--- src/rtl/dma_seq_pkg.sv ---
package dma_seq_pkg;

    typedef enum logic [1:0] {
        MODE_COPY   = 2'd0,
        MODE_REV    = 2'd1,
        MODE_FIXDST = 2'd2,
        MODE_FILL   = 2'd3
    } xfer_mode_e;

    typedef enum logic [1:0] {
        ST_IDLE = 2'd0,
        ST_RUN  = 2'd1,
        ST_FIN  = 2'd2
    } seq_st_e;

    typedef enum logic [1:0] {
        DIR_INC  = 2'd0,
        DIR_DEC  = 2'd1,
        DIR_HOLD = 2'd2
    } step_dir_e;

    localparam int STEP_W = 4;

endpackage

--- src/rtl/dma_seq_decode.sv ---
module dma_seq_decode
    import dma_seq_pkg::*;
#(
    parameter int ADDR_W = 32,
    parameter int LEN_W  = 16
) (
    input  logic [ADDR_W-1:0] src_i,
    input  logic [ADDR_W-1:0] dst_i,
    input  logic [LEN_W-1:0]  len_i,
    input  logic [1:0]        gran_i,
    input  logic [1:0]        mode_i,
    output logic [STEP_W-1:0] step_o,
    output logic              len_bad_o,
    output logic              len_zero_o,
    output logic [ADDR_W-1:0] src_start_o,
    output logic [ADDR_W-1:0] dst_start_o,
    output step_dir_e         src_dir_o,
    output step_dir_e         dst_dir_o,
    output logic              fill_o
);

    logic [ADDR_W-1:0] mask_a;
    logic [LEN_W-1:0]  mask_l;

    always_comb begin
        step_o     = STEP_W'(1) << gran_i;
        mask_a     = ADDR_W'(step_o) - ADDR_W'(1);
        mask_l     = LEN_W'(step_o) - LEN_W'(1);
        len_zero_o = (len_i == '0);
        len_bad_o  = |(len_i & mask_l);
        fill_o     = 1'b0;
        src_start_o = src_i;
        dst_start_o = dst_i;
        src_dir_o   = DIR_INC;
        dst_dir_o   = DIR_INC;
        case (xfer_mode_e'(mode_i))
            MODE_REV: begin
                src_start_o = src_i + ADDR_W'(len_i) - ADDR_W'(step_o);
                src_dir_o   = DIR_DEC;
            end
            MODE_FIXDST: begin
                dst_start_o = dst_i & ~mask_a;
                dst_dir_o   = DIR_HOLD;
            end
            MODE_FILL: begin
                src_start_o = '0;
                src_dir_o   = DIR_HOLD;
                fill_o      = 1'b1;
            end
            default: ;
        endcase
    end

endmodule

--- src/rtl/dma_seq_step.sv ---
module dma_seq_step
    import dma_seq_pkg::*;
#(
    parameter int ADDR_W = 32
) (
    input  logic [ADDR_W-1:0] addr_i,
    input  logic [STEP_W-1:0] step_i,
    input  step_dir_e         dir_i,
    output logic [ADDR_W-1:0] addr_o
);

    always_comb begin
        case (dir_i)
            DIR_INC: addr_o = addr_i + ADDR_W'(step_i);
            DIR_DEC: addr_o = addr_i - ADDR_W'(step_i);
            default: addr_o = addr_i;
        endcase
    end

endmodule

--- src/rtl/dma_addr_seq.sv ---
module dma_addr_seq
    import dma_seq_pkg::*;
#(
    parameter int ADDR_W = 32,
    parameter int LEN_W  = 16
) (
    input  logic              clk,
    input  logic              rst_n,
    input  logic              desc_valid,
    output logic              desc_ready,
    input  logic [ADDR_W-1:0] desc_src,
    input  logic [ADDR_W-1:0] desc_dst,
    input  logic [LEN_W-1:0]  desc_len,
    input  logic [1:0]        desc_gran,
    input  logic [1:0]        desc_mode,
    output logic              beat_valid,
    input  logic              beat_ready,
    output logic [ADDR_W-1:0] beat_rd_addr,
    output logic [ADDR_W-1:0] beat_wr_addr,
    output logic              beat_fill,
    output logic              beat_last,
    output logic              xfer_done,
    output logic              len_err
);

    typedef struct packed {
        seq_st_e           st;
        logic [ADDR_W-1:0] src;
        logic [ADDR_W-1:0] dst;
        logic [LEN_W-1:0]  rem;
        logic [STEP_W-1:0] step;
        step_dir_e         src_dir;
        step_dir_e         dst_dir;
        logic              fill;
        logic              err;
    } seq_state_t;

    seq_state_t s_d, s_q;

    logic [STEP_W-1:0] dec_step;
    logic              dec_bad, dec_zero, dec_fill;
    logic [ADDR_W-1:0] dec_src, dec_dst;
    step_dir_e         dec_src_dir, dec_dst_dir;
    logic [ADDR_W-1:0] src_nxt, dst_nxt;
    logic              fire;

    dma_seq_decode #(.ADDR_W(ADDR_W), .LEN_W(LEN_W)) decode_i (
        .src_i       (desc_src),
        .dst_i       (desc_dst),
        .len_i       (desc_len),
        .gran_i      (desc_gran),
        .mode_i      (desc_mode),
        .step_o      (dec_step),
        .len_bad_o   (dec_bad),
        .len_zero_o  (dec_zero),
        .src_start_o (dec_src),
        .dst_start_o (dec_dst),
        .src_dir_o   (dec_src_dir),
        .dst_dir_o   (dec_dst_dir),
        .fill_o      (dec_fill)
    );

    dma_seq_step #(.ADDR_W(ADDR_W)) src_step_i (
        .addr_i (s_q.src),
        .step_i (s_q.step),
        .dir_i  (s_q.src_dir),
        .addr_o (src_nxt)
    );

    dma_seq_step #(.ADDR_W(ADDR_W)) dst_step_i (
        .addr_i (s_q.dst),
        .step_i (s_q.step),
        .dir_i  (s_q.dst_dir),
        .addr_o (dst_nxt)
    );

    always_comb begin
        desc_ready   = (s_q.st == ST_IDLE);
        beat_valid   = (s_q.st == ST_RUN);
        beat_rd_addr = s_q.src;
        beat_wr_addr = s_q.dst;
        beat_fill    = s_q.fill;
        beat_last    = beat_valid && (s_q.rem == LEN_W'(s_q.step));
        xfer_done    = (s_q.st == ST_FIN) && !s_q.err;
        len_err      = (s_q.st == ST_FIN) && s_q.err;
        fire         = beat_valid && beat_ready;

        s_d = s_q;
        case (s_q.st)
            ST_IDLE: begin
                if (desc_valid) begin
                    s_d.src     = dec_src;
                    s_d.dst     = dec_dst;
                    s_d.rem     = desc_len;
                    s_d.step    = dec_step;
                    s_d.src_dir = dec_src_dir;
                    s_d.dst_dir = dec_dst_dir;
                    s_d.fill    = dec_fill;
                    s_d.err     = dec_bad;
                    s_d.st      = (dec_bad || dec_zero) ? ST_FIN : ST_RUN;
                end
            end
            ST_RUN: begin
                if (fire) begin
                    s_d.src = src_nxt;
                    s_d.dst = dst_nxt;
                    s_d.rem = s_q.rem - LEN_W'(s_q.step);
                    if (beat_last) s_d.st = ST_FIN;
                end
            end
            default: begin
                s_d.st  = ST_IDLE;
                s_d.err = 1'b0;
            end
        endcase
    end

    always_ff @(posedge clk or negedge rst_n) begin
        if (!rst_n) begin
            s_q <= '{st: ST_IDLE, src: '0, dst: '0, rem: '0, step: '0,
                     src_dir: DIR_INC, dst_dir: DIR_INC, fill: 1'b0, err: 1'b0};
        end else begin
            s_q <= s_d;
        end
    end

    assert_reset_idle_R1: assert property (@(posedge clk)
        $rose(rst_n) |-> desc_ready && !beat_valid && !xfer_done && !len_err);

    assert_last_then_done_R2: assert property (@(posedge clk) disable iff (!rst_n)
        beat_valid && beat_ready && beat_last |=> !beat_valid && xfer_done);

    assert_rev_dec_R4: assert property (@(posedge clk) disable iff (!rst_n)
        beat_valid && beat_ready && !beat_last && s_q.src_dir == DIR_DEC
        |=> beat_rd_addr == $past(beat_rd_addr) - ADDR_W'($past(s_q.step)));

    assert_fixed_dst_R5: assert property (@(posedge clk) disable iff (!rst_n)
        beat_valid && beat_ready && !beat_last && s_q.dst_dir == DIR_HOLD
        |=> $stable(beat_wr_addr));

    assert_fill_no_read_R6: assert property (@(posedge clk) disable iff (!rst_n)
        beat_valid && beat_fill |-> beat_rd_addr == '0);

    assert_stall_hold_R7: assert property (@(posedge clk) disable iff (!rst_n)
        beat_valid && !beat_ready
        |=> beat_valid && $stable(beat_rd_addr) && $stable(beat_wr_addr));

    assert_done_pulse_R8: assert property (@(posedge clk) disable iff (!rst_n)
        xfer_done |=> !xfer_done && desc_ready);

    assert_err_pulse_R9: assert property (@(posedge clk) disable iff (!rst_n)
        len_err |-> !xfer_done && !beat_valid ##1 !len_err && desc_ready);

    assert_busy_excl_R11: assert property (@(posedge clk) disable iff (!rst_n)
        !(desc_ready && beat_valid));

endmodule

--- config.mk ---
export PLATFORM = sky130hd
export DESIGN_NAME = dma_addr_seq
export DESIGN_NICKNAME = d
export VERILOG_FILES = /design/src/rtl/dma_seq_pkg.sv /design/src/rtl/dma_seq_decode.sv /design/src/rtl/dma_seq_step.sv /design/src/rtl/dma_addr_seq.sv
export SDC_FILE = /design/constraint.sdc
export NUM_CORES = 1
export LEC_CHECK = 0
export BUFFER_PORTS_ARGS = -buffer_cell sky130_fd_sc_hd__buf_2
export CORE_UTILIZATION = 40
export CTS_CLUSTER_SIZE = 28
export DETAILED_ROUTE_END_ITERATION = 12
export GPL_ROUTABILITY_DRIVEN = 0
export PLACE_DENSITY = 0.66
export SYNTH_ARGS = -nofsm -noshare
export SYNTH_HDL_FRONTEND = slang
export SYNTH_SLANG_ARGS = --single-unit
--- constraint.sdc ---
create_clock -name clk -period 6.1 [get_ports clk]
set_input_delay 0.305 -clock clk [delete_from_list [all_inputs] [get_ports clk]]
set_output_delay 0.305 -clock clk [all_outputs]
set_load 0.02 [all_outputs]
### After elaboration in Yosys (flattened, before gate mapping)

Index checks and enable logic that the tools add are counted.

* flip-flop bits (word level): 92
* input bits: 88
* output and inout bits: 70
* word-level logic and storage cells: 68

* $add $sub $neg: 9
* eq/ne operators: 13
* shifts and indexed selects: 1
* multiplexer cells: 14
* bitwise operators: 4
* reductions and logical operators: 18

Operators by type and width (count)
* 32-bit case mux with 2 select lines: 3
* 80-bit case mux with 2 select lines: 1
* 32-bit by 4-bit subtractor with 32-bit output: 3
* 92-bit 2-to-1 mux: 1
* 82-bit 2-to-1 mux: 1
* 32-bit by 4-bit adder with 32-bit output: 2
* 32-bit by 16-bit adder with 32-bit output: 1
* 32-bit bitwise AND: 1
* 32-bit 2-to-1 mux: 1
* 32-bit inverter: 1
* 16-bit bitwise AND: 1
* 16-bit by 4-bit equality test with 1-bit output: 1
* 16-bit zero test: 1
* 16-bit OR reduction: 1
* 16-bit by 4-bit subtractor with 16-bit output: 1
* 4-bit by 1-bit subtractor with 5-bit output, second input constant: 2
* 2-bit by 1-bit equality test with 1-bit output, second input constant: 4
* 2-bit case mux with 2 select lines: 2
* 4-bit AND reduction: 2
* 2-bit equality test, second input constant: 3
* 2-bit zero test: 3
* 2-bit 2-to-1 mux: 3
* 3-bit by 1-bit inequality test with 1-bit output, second input constant: 2
* 3-bit AND reduction: 2
* 11 further kinds: 16

### Depth between registers and ports, before layout

Gate-level depths: netlist of run 1.

* depth in word-level cells: 8
* depth in mapped cells: 17
* mapped depth without buffers: 17

### Modules after synthesis

Synthesis of run 1 repeated with hierarchy kept, for this count alone.

* cells, all modules: 1653
* area total of the unflattened synthesis: 12057.8 µm²

By module, submodules not included
* dma_addr_seq: times used 1, cells each 605, area each 5077.4 µm², sequential area each 2302.2 µm²
* dma_seq_decode: times used 1, cells each 414, area each 2616.3 µm², sequential area each 0.0 µm²
* dma_seq_step (src_step_i): times used 1, cells each 311, area each 2218.4 µm², sequential area each 0.0 µm²
* dma_seq_step (dst_step_i): times used 1, cells each 323, area each 2145.8 µm², sequential area each 0.0 µm²

### Worst setup path after synthesis of run 1

Ideal clock, no wire load.

* kind: register -> register
* from: register s_q[7] in the netlist's numbering
* to: register s_q (netlist bit beat_rd_addr[23])
* setup time: 0.135 ns
* arrival time: 3.644 ns
* data required time: 5.965 ns
* setup slack: 2.321 ns
* cell stages (with the launch flop): 15
* buffers on the path: 0
* clock period less this slack: 3.779 ns
* path through: dfrtp_1 inv_1 ha_1 and3_1 nand2b_1 ha_1 a21oi_1 o211ai_1 a221o_1 and2_0 a2111oi_0 or2_2 xnor2_1 a222oi_1 o21ai_0

* word-level cells in the longest chain between the ends: 4
* elaborated cells between the ends (all ways): 5
* classes of those cells: add/sub: 2; mux: 3

Ends and longest elaborated chain
* start: declaration: line dma_addr_seq.sv:38 `seq_state_t s_d, s_q;`
* start signal: assignment: line dma_addr_seq.sv:120 `s_q <= '{st: ST_IDLE, src: '0, dst: '0, rem: '0, step: '0,`
* 32-bit by 4-bit subtractor with 32-bit output / 32-bit by 4-bit adder with 32-bit output (equally long branches): line dma_seq_step.sv:15, dma_seq_step.sv:14
* 32-bit case mux with 2 select lines *: line dma_seq_step.sv:13 `case (dir_i)`
* 82-bit 2-to-1 mux *: line dma_addr_seq.sv:104 `if (fire) begin`
* 80-bit case mux with 2 select lines *: line dma_addr_seq.sv:89 `case (s_q.st)`

Every way passes the cells marked *; elsewhere a longest branch is shown, timed or not. The select of a mux whose other input is x is not followed.
A chain may end at the register's enable or synchronous reset.

### Worst setup path in the final report of run 1

Ends and elaborated chain as after synthesis.

==> results of run 1 <==
## sequential cells by signal (all words and copies together) (netlist names)
register	cells
beat_wr_addr	32
s_q	26
beat_rd_addr	32
## cells in the mapped netlist (all sizes together) (6+ instances only)
cell type / n
nor2b: 16
clkbuf: 47
and2: 14
nand2b: 18
o31ai: 6
a32oi: 7
o21ai: 99
o22ai: 15
a221oi: 33
buf: 70
nand3: 25
nor2: 127
a31oi: 23
a21o: 32
a211oi: 10
o211ai: 8
ha: 113
nand2: 112
fa: 7
a21oi: 121
nand4: 10
inv: 120
xnor2: 49
a22oi: 12
o21bai: 16
a221o: 7
dfrtp: 90
o21a: 11
and3: 17
nor3: 14
xor2: 39
nor4: 7
## metal layers
layer | track usage | share of wire | vias up
met2 | 0.408 | 0.47 | 359
met3 | 0.0477 | 0.071 | 61
met1 | 0.295 | 0.43 | 4720
li1 | - | - | 4911
met5 | 0 | 0 | -
met4 | 0.0879 | 0.030 | 0
## cells by family after synthesis
kind of cell               after synthesis
xor gates and xnor gates                88
DFF                                     90
buffers and inverters                  237
muxes                                    6
AOI/OAI and AO/OA                      433
adders and majority gates              120
and+or+nand+nor                        381
## metrics by stage
| stage | std cells | instance area, µm² | utilization |
|---|---|---|---|
| floorplan | 1355 | 10400 | - |
| global placement | 1734 | 11000 | 0.433 |
| detailed placement | 1734 | 11000 | 0.433 |
| CTS | 1751 | 11300 | 0.446 |
| global route | 1752 | 11300 | 0.446 |
| finish | 1752 | 11300 | 0.446 |
## final cells by class
cell class              count  area share
clock inverters             6     0.00830
well taps                 330      0.0365
inverters                 120      0.0398
clock buffers              10      0.0211
repair buffers            167      0.0766
multi-input cells        1028       0.618
diodes                      1    0.000221
flip-flops and latches     90       0.199
## repair_timing
item | CTS | global route
hold buffers | 1 | 0
hold endpoints to repair | 27 | 0
setup buffers | 0 | 0
gates resized for setup | 0 | 0
## critical path: stages (launching register included)
cell       delay (ps)
dfrtp_1           450
inv_1             130
ha_1              230
and3_1            610
nand2b_1          670
ha_1              420
a21oi_1           270
o211ai_1          160
a221o_1           390
and2_0            170
a2111oi_0         550
or2_2             220
xnor2_1            60
a222oi_1          200
o21ai_0           110
## worst max path at each step
stage / start / to / slack (ps) / cells after the start
6_report: s_q[7] / beat_rd_addr[23] / 1320 / 14
5_1_grt: s_q[6] / beat_rd_addr[19] / 850 / 15
4_1_cts: s_q[7] / beat_rd_addr[23] / 1300 / 15
3_5_place_dp: s_q[6] / beat_rd_addr[19] / 1350 / 15
3_3_place_gp: s_q[7] / beat_rd_addr[23] / 1420 / 15
2_1_floorplan: s_q[7] / beat_rd_addr[23] / 2320 / 14
==> summary.md, run 1 <==
| Metric | Value |
|---|---|
| DRT Wirelength | 31300 µm |
| Post-synth top area cell | dfrtp_1 |
| Setup violators final | 0 |
| DRC violation count after routing | 0 |
| RSZ-0062 raised after global routing | false |
| PortBufs | between 150 and 200 |
| Vias/cell | ~5.7 |
| Slew @ Worst Pin | around 1000 ps |
| Endpoints failing hold | 0 |
| Reg-to-Reg End | beat_rd_addr[23] |
| Setup crit start kind | flip-flop |
| R2R cell count | 14 |
| Flop and latch count out of synthesis | 90 |
| Die X | 163 µm |
| Simple-gate share of the synthesized area | 0.171 |
| Vias in the first global route | 9793 |
| Pre-antenna DRT Iters | 6 |
| FP Rows | 58 |
| H-tree depth | 3 |
| Most frequent cells in the layout | 156 x buf_2, 127 x nor2_1, 119 x inv_1, 119 x a21oi_1, 113 x ha_1 |
| Clock skew | approximately 13 ps |
| Mapped Area | about 10000 µm² |
| Mux share of post-synthesis cell area | 0.00627 |
| HP Class | in2reg |
| Largest net degree at the start of global routing | 64 |
| Vias | 10100 |
| Largest family of logic cells by synthesized area | compound AO/OA/AOI/OAI gates |
| Fillers | around 2600 |
| Period utilization | 0.784 |
| Worst hold path depth | 3 |
| Clk sinks | 90 |
| Max-slew violations | 0 |
| Hold path endpoint | beat_wr_addr[21] |
| Final setup margin | 1320 ps |
| Layout cell share with drive strength beyond 1 | 0.146 |
| Final HPWL DP | roughly 24000 µm |
| Min-delay src | desc_dst[21] |
| Clk_lat worst skew | about 360 ps |
| Post-synth EDFFs | 0 |
| Number of library cell types mapped by synthesis | 73 |
| GRT Overall Usage | 0.239 |
| Post-synth top area share | 0.217 |
| Register area share after synthesis | 0.217 |
| Reg-to-reg startpoint | s_q[7] |
| Compound-Gate Fraction of Synth Area | 0.271 |
| Post-synthesis xor/xnor area fraction | 0.0743 |
| Syn Nets | between 1500 and 2000 |
| Ys flop type | dfrtp_1 |
| CTS tree | yes |
| Multi-input logic area | 6990 µm² |
| Post-route ant nets | 0 |
| Max Cap Violations | 0 |
| Worst-path clk slew | 80 ps |
| Final hold slack | 199 ps |
| Syn Inst Count | 1355 |
| Critical path fanouts, max | 15 |
| Area contributors post-synth | dfrtp_1 22%, ha_1 14%, a21oi_1 5.8%, buf_4 4.6%, nor2_1 4.6% |
| Tmin final | 4780 ps |
| Syn_area_per_cell | 7.66 µm² |
| Adder-cell area share of the yosys netlist | 0.150 |
| Initial Util | 0.410 |
| Asr flop ratio synth | 1.00 |
| Worst reg-to-reg setup slack | 1320 ps |
| DR WL/cell | between 15 and 20 µm |
| Iteration-0 DRC Markers | 656 |
| Die area | 26600 µm² |
| Commonest non-fill, non-tap cell in the layout | buf_2 |
| Core area | roughly 25000 µm² |
| Die H | 163 µm |
| First-pass GRT wire length | roughly 50000 µm |
| Critical path arrival | around 5000 ps |
| Layout net count | 1624 |
| Slew HR | 0.310 |
| Status | completed |
| Root Buffer | clkbuf_16 |
| Antenna violations before repair | 1 |
| Fin Setup TNS | 0 ps |
| Grt total ovfl | 0 |
| Clk buf depth | 2 |
| Synth Warn # | 0 |
| Crit path required time | 6320 ps |
| CTS Buf Count | 9 |
| Crit path kind | reg2reg |
| Critical Path End Type | flip-flop |
| Reg area | 2250 µm² |
| Pre-CTS setup slack | 1350 ps |
| Area delta synth->final | 8.95% |
| Highest Clock Rate | 209 MHz |
| Ports | 158 |
Power of run 1 is not shown: default switching activity piles up to over one toggle a cycle in this logic, so the estimate is an artifact.
==> run 2: changes to the inputs <==
==> constraint.sdc (replaced) <==
create_clock -name clk -period 4.9 [get_ports clk]
set_input_delay 0.245 -clock clk [delete_from_list [all_inputs] [get_ports clk]]
set_output_delay 0.245 -clock clk [all_outputs]
set_load 0.02 [all_outputs]
==> run 2 against run 1 <==
Flip-flop and latch count is the same. Worst setup slack lost 820 ps. Cell count is the same. Cell area grew 0.22%. Wire length shrank 0.86%. Sequential share of layout area is essentially flat. Fmax grew 8.7%. Register-to-register slack lost 820 ps. Clock-buffer cell count is the same. Utilization grew 0.099 points. Largest cell class unchanged.
==> summary.md, run 2 (synthesized netlist as in run 1, its figures left out) <==
| Metric | Value |
|---|---|
| Worst-path clk slew | 70 ps (was 80 ps) |
| First-pass GRT wire length | 49500 µm (was 50000 µm) |
| Clk buf depth | 2 (unchanged) |
| Placed inst area | 11000 µm² (unchanged) |
| Reg-to-reg startpoint | s_q[6] (was s_q[7]) |
| Critical path arrival | 4620 ps (was 5010 ps) |
| Reg area | 2250 µm² (unchanged) |
| Initial Util | 0.410 (unchanged) |
| GRT Overall Usage | 0.235 (was 0.239) |
| CTS Buf Count | 9 (unchanged) |
| Die H | 163 µm (unchanged) |
| DRC violation count after routing | 0 (unchanged) |
| Multi-input logic area | 6990 µm² (unchanged) |
| CTS tree | yes (unchanged) |
| Die area | 26600 µm² (unchanged) |
| Antenna violations before repair | 1 (unchanged) |
| Ports | 158 (unchanged) |
| Post-CTS Repair Setup Buffers | 0 (unchanged) |
| Final Cell Area | 11300 µm² (about the same) |
| Endpoints failing hold | 0 (unchanged) |
| Commonest non-fill, non-tap cell in the layout | buf_2 (unchanged) |
| Max Cap Violations | 0 (unchanged) |
| Critical path fanouts, max | 14 (was 15) |
| Highest Clock Rate | 227 MHz (was 209 MHz) |
| Vias | 10100 (about the same) |
| Clk sinks | 90 (unchanged) |
| Layout cell share with drive strength beyond 1 | 0.146 (unchanged) |
| Fin Setup TNS | 0 ps (unchanged) |
| Crit path kind | reg2reg (unchanged) |
| H-tree depth | 3 (unchanged) |
| Critical Path End Type | flip-flop (unchanged) |
| Crit path required time | 5120 ps (was 6320 ps) |
| FP Rows | 58 (unchanged) |
| Core area | 25300 µm² (unchanged) |
| Max-slew violations | 0 (unchanged) |
| Vias in the first global route | 9519 (was 9793) |
| Layout net count | 1624 (unchanged) |
| Final HPWL DP | 23800 µm (was 24200 µm) |
| Slew @ Worst Pin | 1090 ps (was 1030 ps) |
| HP Class | in2reg (unchanged) |
| Status | completed (unchanged) |
| DR WL/cell | 17.7 µm (was 17.9 µm) |
| Tmin final | 4400 ps (was 4780 ps) |
| Post-route ant nets | 0 (unchanged) |
| Grt total ovfl | 0 (unchanged) |
| Most frequent cells in the layout | 156 x buf_2, 127 x nor2_1, 119 x inv_1, 119 x a21oi_1, 113 x ha_1 (unchanged) |
| Vias/cell | 5.74 (about the same) |
| Largest net degree at the start of global routing | 64 (unchanged) |
| Min-delay src | desc_dst[21] (unchanged) |
| Period utilization | 0.898 (was 0.784) |
| Clk_lat worst skew | 360 ps (about the same) |
| PortBufs | 157 (unchanged) |
| RSZ-0062 raised after global routing | false (unchanged) |
| DRT Wirelength | 31000 µm (was 31300 µm) |
| Crit path from | s_q[6] (was s_q[7]) |
| Slew HR | 0.275 (was 0.310) |
| Root Buffer | clkbuf_16 (unchanged) |
| Clock skew | 11.0 ps (was 12.8 ps) |
| Setup crit start kind | flip-flop (unchanged) |
| Fillers | 2536 (was 2574) |
| Iteration-0 DRC Markers | 765 (was 656) |
| Setup violators final | 0 (unchanged) |
| Die X | 163 µm (unchanged) |
| Area delta synth->final | 9.19% (was 8.95%) |
| Pre-antenna DRT Iters | 6 (unchanged) |
-- run 2: metrics by stage --
step            util  setup slack, ps  hold WS (ps)  cells
5_1_grt        0.447              190           150   1752
2_1_floorplan      -             1120         -50.6   1355
4_1_cts        0.447              590           130   1751
6_report       0.447              500           135   1752
3_3_place_gp   0.433              711           325   1734
3_5_place_dp   0.433              618           319   1734
-- run 2: metal layers --
metal	routed length (µm)	part of all wire	vias to the layer above	GRT usage
met4	1020	0.033	0	0.0879
met1	13500	0.43	4720	0.301
met5	0	0	-	0
met3	1990	0.064	63	0.0411
li1	-	-	4906	-
met2	14500	0.47	376	0.394
-- run 2: area by class of cell --
class | count | share of cell area
clock buffers | 10 | 0.0211
diodes | 1 | 0.000221
clock inverters | 6 | 0.0105
well taps | 330 | 0.0364
inverters | 120 | 0.0398
repair buffers | 167 | 0.0764
multi-input cells | 1028 | 0.617
flip-flops and latches | 90 | 0.199
-- run 2: worst max-delay path, stage by stage (launching register included) --
cell       delay (ps)
dfrtp_1           500
inv_1              90
ha_1              240
and3_1            210
nand2b_1          520
ha_1              560
a21oi_1           250
o211ai_1          140
a221o_1           380
and2_0            160
a2111oi_0         600
or2_2             230
xnor2_1            60
a222oi_1          200
o21ai_0           110
-- run 2: timing repair --
action / CTS / global route
resized for setup: 0 / 0
endpoints found under the hold margin: 47 / 0
hold buffers: 1 / 0
-- run 2: path summary, 6_finish.rpt --
kind                                     to  slack (ps)  cells after the start
max in group asynchronous  beat_rd_addr[17]        3360                      3
min reg2reg                          s_q[3]         520                      1
min in group asynchronous           s_q[19]         450                      2
max                        beat_rd_addr[23]         500                     14
min                        beat_wr_addr[21]         140                      3
max reg2reg                beat_rd_addr[23]         500                     14
Power of run 2 is left out for the same reason.
